<file path="src/rtl/bseq_pkg.sv">
package bseq_pkg;
  localparam int CTRL_W = 16;
  localparam logic [CTRL_W-1:0] CTRL_KEEP = 16'hCF87;

  localparam int BIT_START = 0;
  localparam int BIT_STOP  = 1;
  localparam int BIT_RPT   = 2;
  localparam int BIT_XADDR = 8;
  localparam int BIT_TX    = 9;
  localparam int BIT_MST   = 10;
  localparam int BIT_EN    = 15;

  typedef enum logic [1:0] {
    OP_START = 2'd0,
    OP_WRITE = 2'd1,
    OP_READ  = 2'd2,
    OP_STOP  = 2'd3
  } opKind_e;

  typedef enum logic [2:0] {
    ST_IDLE,
    ST_ADDR,
    ST_EVAL,
    ST_SEND,
    ST_RECV,
    ST_STALL,
    ST_STOP
  } seqState_e;

  typedef struct packed {
    logic bufClear;
    logic engPush;
    logic engPop;
    logic cntLoad;
    logic cntDec;
    logic clrStart;
    logic clrStop;
    logic clrMst;
  } strobes_t;
endpackage

</file>
<file path="src/rtl/bseq_fifo.sv">
module bseq_fifo #(
  parameter int DEPTH = 4,
  parameter int W     = 8,
  localparam int AW   = (DEPTH > 1) ? $clog2(DEPTH) : 1,
  localparam int LW   = $clog2(DEPTH + 1)
) (
  input  logic          clk,
  input  logic          rstN,
  input  logic          clear,
  input  logic          engPush,
  input  logic [W-1:0]  engData,
  input  logic          engPop,
  input  logic          swPush,
  input  logic [W-1:0]  swData,
  input  logic          swPop,
  output logic [W-1:0]  head,
  output logic [LW-1:0] level,
  output logic          empty,
  output logic          full,
  output logic          swPushOk,
  output logic          swPopOk
);
  logic [W-1:0]  mem [DEPTH];
  logic [AW-1:0] rdPtr, wrPtr;
  logic          pushEn, popEn;
  logic [W-1:0]  pushVal;

  assign empty    = (level == '0);
  assign full     = (level == LW'(DEPTH));
  assign swPushOk = swPush && !engPush && !full && !clear;
  assign swPopOk  = swPop && !engPop && !empty && !clear;
  assign pushEn   = !clear && (engPush || swPushOk);
  assign popEn    = !clear && (engPop || swPopOk);
  assign pushVal  = engPush ? engData : swData;
  assign head     = mem[rdPtr];

  function automatic logic [AW-1:0] nextPtr(input logic [AW-1:0] p);
    return (p == AW'(DEPTH - 1)) ? '0 : p + AW'(1);
  endfunction

  always_ff @(posedge clk) begin
    if (pushEn) mem[wrPtr] <= pushVal;
  end

  always_ff @(posedge clk) begin
    if (!rstN) begin
      rdPtr <= '0;
      wrPtr <= '0;
      level <= '0;
    end else if (clear) begin
      rdPtr <= '0;
      wrPtr <= '0;
      level <= '0;
    end else begin
      if (pushEn) wrPtr <= nextPtr(wrPtr);
      if (popEn)  rdPtr <= nextPtr(rdPtr);
      level <= level + LW'(pushEn) - LW'(popEn);
    end
  end

  assert_fifo_bound_R12: assert property (@(posedge clk) disable iff (!rstN)
    level <= LW'(DEPTH));

  assert_no_pop_empty_R5: assert property (@(posedge clk) disable iff (!rstN)
    engPop |-> !empty);

  assert_no_push_full_R6: assert property (@(posedge clk) disable iff (!rstN)
    engPush |-> !full);
endmodule

</file>
<file path="src/rtl/bseq_datapath.sv">
module bseq_datapath
  import bseq_pkg::*;
#(
  parameter int CNT_W     = 16,
  parameter int BUF_DEPTH = 4,
  localparam int LVL_W    = $clog2(BUF_DEPTH + 1)
) (
  input  logic              clk,
  input  logic              rstN,
  input  logic              ctrlWrEn,
  input  logic [CTRL_W-1:0] ctrlWrData,
  input  logic              cntWrEn,
  input  logic [CNT_W-1:0]  cntWrData,
  input  logic              txPush,
  input  logic [7:0]        txByte,
  input  logic              rxPop,
  input  logic [7:0]        engByte,
  input  strobes_t          str,
  output logic [CTRL_W-1:0] ctrlQ,
  output logic [CNT_W-1:0]  curCount,
  output logic              cntZero,
  output logic [7:0]        head,
  output logic [LVL_W-1:0]  level,
  output logic              bufEmpty,
  output logic              bufFull,
  output logic              bufTouched
);
  logic [CNT_W-1:0]  cntReg;
  logic [CTRL_W-1:0] ctrlNext;
  logic              swPushOk, swPopOk;

  always_comb begin
    ctrlNext = ctrlWrEn ? (ctrlWrData & CTRL_KEEP) : ctrlQ;
    if (str.clrStart) ctrlNext[BIT_START] = 1'b0;
    if (str.clrStop)  ctrlNext[BIT_STOP]  = 1'b0;
    if (str.clrMst)   ctrlNext[BIT_MST]   = 1'b0;
  end

  always_ff @(posedge clk) begin
    if (!rstN) begin
      ctrlQ    <= '0;
      cntReg   <= '0;
      curCount <= '0;
    end else begin
      ctrlQ <= ctrlNext;
      if (cntWrEn) cntReg <= cntWrData;
      if (str.cntLoad)     curCount <= cntReg;
      else if (str.cntDec) curCount <= curCount - CNT_W'(1);
    end
  end

  assign cntZero    = (curCount == '0);
  assign bufTouched = swPushOk || swPopOk;

  bseq_fifo #(.DEPTH(BUF_DEPTH), .W(8)) u_buf (
    .clk      (clk),
    .rstN     (rstN),
    .clear    (str.bufClear),
    .engPush  (str.engPush),
    .engData  (engByte),
    .engPop   (str.engPop),
    .swPush   (txPush),
    .swData   (txByte),
    .swPop    (rxPop),
    .head     (head),
    .level    (level),
    .empty    (bufEmpty),
    .full     (bufFull),
    .swPushOk (swPushOk),
    .swPopOk  (swPopOk)
  );

  assert_repeat_count_R9: assert property (@(posedge clk) disable iff (!rstN)
    (ctrlQ[BIT_RPT] && !str.cntLoad) |=> $stable(curCount));

  assert_start_clears_R2: assert property (@(posedge clk) disable iff (!rstN)
    str.clrStart |=> !ctrlQ[BIT_START]);

  assert_no_dec_zero_R5: assert property (@(posedge clk) disable iff (!rstN)
    str.cntDec |-> !cntZero);
endmodule

</file>
<file path="src/rtl/bseq_control.sv">
module bseq_control
  import bseq_pkg::*;
#(
  parameter int ADDR_W = 10
) (
  input  logic              clk,
  input  logic              rstN,
  input  logic              ctrlWrEn,
  input  logic [CTRL_W-1:0] ctrlWrData,
  input  logic [CTRL_W-1:0] ctrlQ,
  input  logic              cntZero,
  input  logic              bufEmpty,
  input  logic              bufFull,
  input  logic              bufTouched,
  input  logic [7:0]        head,
  input  logic [ADDR_W-1:0] slaveAddr,
  input  logic              opReady,
  input  logic              opAck,
  output strobes_t          str,
  output logic              opValid,
  output logic [1:0]        opKind,
  output logic [ADDR_W-1:0] opAddr,
  output logic              opRead,
  output logic [7:0]        opByte,
  output logic              busy,
  output logic              nackEvt,
  output logic              ardyEvt,
  output logic              rrdyEvt,
  output logic              xrdyEvt
);
  seqState_e state, stNext;
  logic startReq, hs;
  logic isTx, isRpt, isStop;
  logic nackN, ardyN, rrdyN, xrdyN;
  seqState_e moveState;
  logic moveX, moveR;

  assign isTx   = ctrlQ[BIT_TX];
  assign isRpt  = ctrlQ[BIT_RPT];
  assign isStop = ctrlQ[BIT_STOP];

  assign startReq = ctrlWrEn && ctrlWrData[BIT_EN] && ctrlWrData[BIT_MST] &&
                    ctrlWrData[BIT_START] && !ctrlWrData[BIT_XADDR] &&
                    (state == ST_IDLE || state == ST_STALL);
  assign hs     = opValid && opReady;
  assign busy   = (state != ST_IDLE);
  assign opAddr = slaveAddr;
  assign opRead = !isTx;
  assign opByte = head;

  // Data-movement choice shared by both modes once the count allows a byte.
  always_comb begin
    moveX = 1'b0;
    moveR = 1'b0;
    if (isTx) begin
      if (!bufEmpty) moveState = ST_SEND;
      else begin
        moveState = ST_STALL;
        moveX     = 1'b1;
      end
    end else begin
      if (!bufFull) moveState = ST_RECV;
      else begin
        moveState = ST_STALL;
        moveR     = 1'b1;
      end
    end
  end

  always_comb begin
    stNext  = state;
    str     = '0;
    opValid = 1'b0;
    opKind  = OP_START;
    nackN   = 1'b0;
    ardyN   = 1'b0;
    rrdyN   = 1'b0;
    xrdyN   = 1'b0;
    unique case (state)
      ST_IDLE, ST_STALL: begin
        if (startReq) begin
          stNext       = ST_ADDR;
          str.bufClear = 1'b1;
          str.cntLoad  = 1'b1;
          str.clrStart = 1'b1;
        end else if (state == ST_STALL && (bufTouched || ctrlWrEn)) begin
          stNext = ST_EVAL;
        end
      end
      ST_ADDR: begin
        opValid = 1'b1;
        opKind  = OP_START;
        if (hs) begin
          if (!opAck) begin
            nackN       = 1'b1;
            str.clrStop = 1'b1;
            stNext      = ST_IDLE;
          end else begin
            stNext = ST_EVAL;
          end
        end
      end
      ST_EVAL: begin
        if (isRpt) begin
          if (isStop) stNext = ST_STOP;
          else begin
            stNext = moveState;
            xrdyN  = moveX;
            rrdyN  = moveR;
          end
        end else if (cntZero) begin
          if (isTx) begin
            ardyN      = 1'b1;
            str.clrMst = 1'b1;
          end else if (!bufEmpty) begin
            rrdyN = 1'b1;
          end
          if (isStop) stNext = ST_STOP;
          else begin
            stNext     = ST_IDLE;
            ardyN      = 1'b1;
            str.clrMst = 1'b1;
          end
        end else begin
          stNext = moveState;
          xrdyN  = moveX;
          rrdyN  = moveR;
        end
      end
      ST_SEND: begin
        opValid = 1'b1;
        opKind  = OP_WRITE;
        if (hs) begin
          str.engPop = 1'b1;
          str.cntDec = !isRpt;
          if (!opAck) begin
            nackN       = 1'b1;
            str.clrStop = 1'b1;
            stNext      = ST_IDLE;
          end else begin
            stNext = ST_EVAL;
          end
        end
      end
      ST_RECV: begin
        opValid = 1'b1;
        opKind  = OP_READ;
        if (hs) begin
          str.engPush = 1'b1;
          str.cntDec  = !isRpt;
          stNext      = ST_EVAL;
        end
      end
      ST_STOP: begin
        opValid = 1'b1;
        opKind  = OP_STOP;
        if (hs) begin
          str.clrStop  = 1'b1;
          str.cntLoad  = 1'b1;
          str.bufClear = isTx;
          stNext       = ST_IDLE;
        end
      end
      default: stNext = ST_IDLE;
    endcase
  end

  always_ff @(posedge clk) begin
    if (!rstN) begin
      state   <= ST_IDLE;
      nackEvt <= 1'b0;
      ardyEvt <= 1'b0;
      rrdyEvt <= 1'b0;
      xrdyEvt <= 1'b0;
    end else begin
      state   <= stNext;
      nackEvt <= nackN;
      ardyEvt <= ardyN;
      rrdyEvt <= rrdyN;
      xrdyEvt <= xrdyN;
    end
  end

  assert_op_hold_R2: assert property (@(posedge clk) disable iff (!rstN)
    (opValid && !opReady) |=> (opValid && $stable(opKind)));

  assert_nack_idle_R10: assert property (@(posedge clk) disable iff (!rstN)
    nackEvt |-> !busy);

  assert_ardy_mst_R7: assert property (@(posedge clk) disable iff (!rstN)
    ardyEvt |-> !ctrlQ[BIT_MST]);

  assert_evt_excl_R4: assert property (@(posedge clk) disable iff (!rstN)
    $onehot0({nackEvt, ardyEvt, xrdyEvt}));

  assert_nack_stop_R4: assert property (@(posedge clk) disable iff (!rstN)
    nackEvt |-> !ctrlQ[BIT_STOP]);
endmodule

</file>
<file path="src/rtl/byte_bus_sequencer.sv">
module byte_bus_sequencer
  import bseq_pkg::*;
#(
  parameter int CNT_W     = 16,
  parameter int BUF_DEPTH = 4,
  parameter int ADDR_W    = 10,
  localparam int LVL_W    = $clog2(BUF_DEPTH + 1)
) (
  input  logic              clk,
  input  logic              rstN,
  input  logic              ctrlWrEn,
  input  logic [15:0]       ctrlWrData,
  input  logic              cntWrEn,
  input  logic [CNT_W-1:0]  cntWrData,
  input  logic [ADDR_W-1:0] slaveAddr,
  input  logic              txPush,
  input  logic [7:0]        txByte,
  input  logic              rxPop,
  output logic [7:0]        rxByte,
  output logic [LVL_W-1:0]  bufLevel,
  output logic [15:0]       ctrlValue,
  output logic [CNT_W-1:0]  curCount,
  output logic              busy,
  output logic              opValid,
  output logic [1:0]        opKind,
  output logic [ADDR_W-1:0] opAddr,
  output logic              opRead,
  output logic [7:0]        opByte,
  input  logic              opReady,
  input  logic              opAck,
  input  logic [7:0]        opRdByte,
  output logic              nackEvt,
  output logic              ardyEvt,
  output logic              rrdyEvt,
  output logic              xrdyEvt
);
  strobes_t   str;
  logic       cntZero, bufEmpty, bufFull, bufTouched;
  logic [7:0] head;

  assign rxByte = head;

  bseq_datapath #(.CNT_W(CNT_W), .BUF_DEPTH(BUF_DEPTH)) u_dp (
    .clk        (clk),
    .rstN       (rstN),
    .ctrlWrEn   (ctrlWrEn),
    .ctrlWrData (ctrlWrData),
    .cntWrEn    (cntWrEn),
    .cntWrData  (cntWrData),
    .txPush     (txPush),
    .txByte     (txByte),
    .rxPop      (rxPop),
    .engByte    (opRdByte),
    .str        (str),
    .ctrlQ      (ctrlValue),
    .curCount   (curCount),
    .cntZero    (cntZero),
    .head       (head),
    .level      (bufLevel),
    .bufEmpty   (bufEmpty),
    .bufFull    (bufFull),
    .bufTouched (bufTouched)
  );

  bseq_control #(.ADDR_W(ADDR_W)) u_ctl (
    .clk        (clk),
    .rstN       (rstN),
    .ctrlWrEn   (ctrlWrEn),
    .ctrlWrData (ctrlWrData),
    .ctrlQ      (ctrlValue),
    .cntZero    (cntZero),
    .bufEmpty   (bufEmpty),
    .bufFull    (bufFull),
    .bufTouched (bufTouched),
    .head       (head),
    .slaveAddr  (slaveAddr),
    .opReady    (opReady),
    .opAck      (opAck),
    .str        (str),
    .opValid    (opValid),
    .opKind     (opKind),
    .opAddr     (opAddr),
    .opRead     (opRead),
    .opByte     (opByte),
    .busy       (busy),
    .nackEvt    (nackEvt),
    .ardyEvt    (ardyEvt),
    .rrdyEvt    (rrdyEvt),
    .xrdyEvt    (xrdyEvt)
  );
endmodule

</file>
<file path="config.mk">
export PLATFORM = sky130hd
export DESIGN_NAME = byte_bus_sequencer
export DESIGN_NICKNAME = d
export VERILOG_FILES = /design/src/rtl/bseq_pkg.sv /design/src/rtl/bseq_fifo.sv /design/src/rtl/bseq_datapath.sv /design/src/rtl/bseq_control.sv /design/src/rtl/byte_bus_sequencer.sv
export SDC_FILE = /design/constraint.sdc
export NUM_CORES = 1
export LEC_CHECK = 0
export ABC_AREA = 1
export BUFFER_PORTS_ARGS = -buffer_cell sky130_fd_sc_hd__buf_2
export CAP_MARGIN = 20
export CORE_ASPECT_RATIO = 0.6
export CORE_MARGIN = 2
export CORE_UTILIZATION = 43
export CTS_CLUSTER_DIAMETER = 100
export CTS_CLUSTER_SIZE = 20
export DETAILED_ROUTE_END_ITERATION = 6
export GPL_ROUTABILITY_DRIVEN = 0
export PLACE_DENSITY = 0.69
export SETUP_SLACK_MARGIN = 0.4
export SKIP_LAST_GASP = 1
export SLEW_MARGIN = 20
export SYNTH_ARGS = -nofsm -noshare
export SYNTH_HDL_FRONTEND = slang
export SYNTH_SLANG_ARGS = --single-unit
</file>
<file path="constraint.sdc">
create_clock -name clk -period 6.8 [get_ports clk]
set_input_delay 0.34 -clock clk [delete_from_list [all_inputs] [get_ports clk]]
set_output_delay 0.34 -clock clk [all_outputs]
set_load 0.005 [all_outputs]
</file>
==> impl_metrics.ini <==
[layout]
nFillCells = 966
layout-drive-gt1-share_pct = 19.7
final_cells = 785
syn2layout_area_growth_pct = 16.7
diodes = 0
layout.nets = 722

[worst_setup_path]
cp_max_fo = 12
path_common_cell = ha_1
r2r_slack_ps = 3510
crit_required_ps = 7020
slowest_delay_ps = 480
worst_setup_path_start_kind = register
path_cells = inv_1 > ha_1 > nor2_1 > nand3_1 > inv_2 > o21ai_4 > ha_1 > inv_1 > ha_1 > fa_1 > xor2_1 > nor2_1
slowest_stage = dfxtp_1
crit_arrival_ps = 3520
worst-setup-path-type = register to register
end_kind = register

[timing]
setup_violations = 0
fin_crit_sh_pct = 48.4
rsz0062_at_grt = false
hold_violations = 0
slew_violations = 0
slew_headroom_pct = 44.2
setup_tns_ps = 0
skew_ps = 6.81
period_needed_ps = 3290
worst_pin_slew_ps = 833
fmax_ghz = 0.304

[synth]
ys_top_cells_by_area = dfxtp_1, edfxtp_1, nand2_1
ys_ff_latch = 90
async_reset_ff_share_pct = 0
netlist.area_leader.share_pct = 26.1
ys_warn_count = 0
yosysTopAreaCell = dfxtp_1
avgSynthCellArea_sq_um = 7.87
netlist_instances = 566
synth-edff-count = 32
synth-main-ff-cell = dfxtp_1
yosysSeqAreaShare_pct = 47.7
synth.cell_area_sq_um = 4450
synth_common_cells = nand2_1, nor2_1, inv_1, dfxtp_1, o21ai_0
yosysMostFrequentCell = nand2_1
yosysUniqueCellTypes = 35

[die]
die_h_um = 82.8
core_sq_um = 9950
die_area_sq_um = 11200
rows = 28
chipWidth_um = 135
pin_count = 136
start_util_pct = 44.8

[clock_tree]
h-tree-depth = 3
clk_pin_slew_ps = 60
cts_sinks = 90
clock_latency_ps = 340
cts-resized-gates = 0
cts_setup_buffers = 0
cts_made_buffers = 9
cts.hold.buffers_added = 0
root_buffer = clkbuf_16
cts_max_path_buffers = 2
cts_tree = yes

[grt]
grt_usage_pct = 20.3
antenna_found_initial = 0
grt_max_degree = 33
grt_pass1_wl_um = 17800
overflow = 0
grt_pass1_vias = 3530

[routing]
wl_per_cell_um = 14.0
via_per_inst = 4.99
first_pass_iters = 5
ant_nets = 0
drtIter0Drc = 394
vias = 3914
routed_wl_um = 11000
drcViolationCount = 0

[power_and_ir_drop]
p_leak_uw = 0.00241
power.density_nw_per_um2 = 319
seq_power_share_pct = 40.9
pwr-share-comb_pct = 28.8
p_sw_uw = 544
switching_share_pct = 32.8
peakVddDrop_mv = 0.125
p_int_uw = 1120
pwr-share-clk_pct = 30.4

[placement]
io_buffer_count = 103
place_hpwl_um = 8200
dp.cells = 769

[job]
drv_cap = 0

[outcome]
status = finished clean

[hold_path]
hp-class = input port to register
-- worst max-delay path: cells and delay by family (launching register included) --
family / cells / cell delay [ps]
flops: 1 / 480
xor+xnor: 1 / 170
compound gates: 1 / 130
fa+ha+maj: 4 / 1160
buf+inv: 3 / 520
simple gates: 3 / 700
-- final timing paths --
check / from / endpoint / cells past startpoint
worst max-delay path: u_ctl.state[0] / u_dp.u_buf.level[2] / 12
worst min-delay path: ctrlWrData[11] / u_dp.ctrlQ[11] / 3
worst max register to register: u_ctl.state[0] / u_dp.u_buf.level[2] / 12
worst min register to register: u_dp.cntReg[14] / u_dp.cntReg[14] / 2
-- through the flow --
stage / power, uW / utilization [%] / setup slack (ps) / area (sq um) / hold WS (ps)
floorplan: 1030 / - / 4070 / 4470 / 428
global placement: 1150 / 49.2 / 3580 / 4890 / 444
detailed placement: 1160 / 49.2 / 3540 / 4890 / 453
CTS: 1670 / 52.2 / 3500 / 5200 / 211
global route: 1780 / 52.2 / 3240 / 5200 / 231
finish: 1660 / 52.2 / 3510 / 5200 / 222
-- power by group through the flow --
stage / combinational (uW) / clock (uW) / sequential [uW]
detailed placement: 472 / 0 / 689
global route: 549 / 539 / 688
floorplan: 357 / 0 / 670
global placement: 463 / 0 / 686
CTS: 475 / 517 / 678
finish: 477 / 504 / 678
-- layout by cell type (no fill, tap or decap), drive strengths merged --
master  synthesis  layout
xor2            9       9
nor2           98      98
o21ai          54      54
dfxtp          58      58
o211ai          2       2
o21bai          1       1
inv            66      66
nor3            2       2
nand4           3       3
bufinv          0       1
clkinv          1       2
a211oi          3       3
conb            1       6
o21a            1       1
ha             10      10
a22oi           1       1
clkbuf         12      14
fa              1       1
nand2         113     113
o22ai          11      11
edfxtp         32      32
buf            28     103
a21oi          27      27
o221ai          1       1
a31oi           8       8
nand3          22      22
nor4            1       1
-- layer usage --
layer,track usage [%],part of all wire (%)
met5,0,0
met2,26.3,39
met1,31.6,51
met3,6.29,8.6
met4,6.25,1.3
-- area by class of cell --
type / instances / area [sq um] / share of cell area [%]
Sequential cell: 90 / 2120 / 40.8
Multi-Input combinational cell: 374 / 1840 / 35.3
Timing Repair Buffer: 103 / 515 / 9.92
Inverter: 67 / 251 / 4.84
Clock inverter: 2 / 35.0 / 0.674
Tap cell: 135 / 169 / 3.25
Clock buffer: 14 / 268 / 5.15
-- registers in the layout (all words and copies together) (netlist names), named ones only --
name,count
u_dp.ctrlQ,10
u_dp.u_buf.mem,32
u_dp.curCount,16
u_ctl.rrdyEvt,1
u_ctl.xrdyEvt,1
u_ctl.ardyEvt,1
u_dp.u_buf.rdPtr,2
u_dp.u_buf.wrPtr,2
u_dp.cntReg,16
u_ctl.nackEvt,1
u_ctl.state,3
u_dp.u_buf.level,3
-- logic make-up after synthesis --
| family | share of synthesized area [%] |
|---|---|
| AOI/OAI and AO/OA | 14.3 |
| DFF | 47.7 |
| and+or+nand+nor | 21.4 |
| other | 0.0842 |
| buffers and inverters | 11.5 |
| adders and majority gates | 3.26 |
| xor gates and xnor gates | 1.77 |
Power figures use the tool's default switching activity.
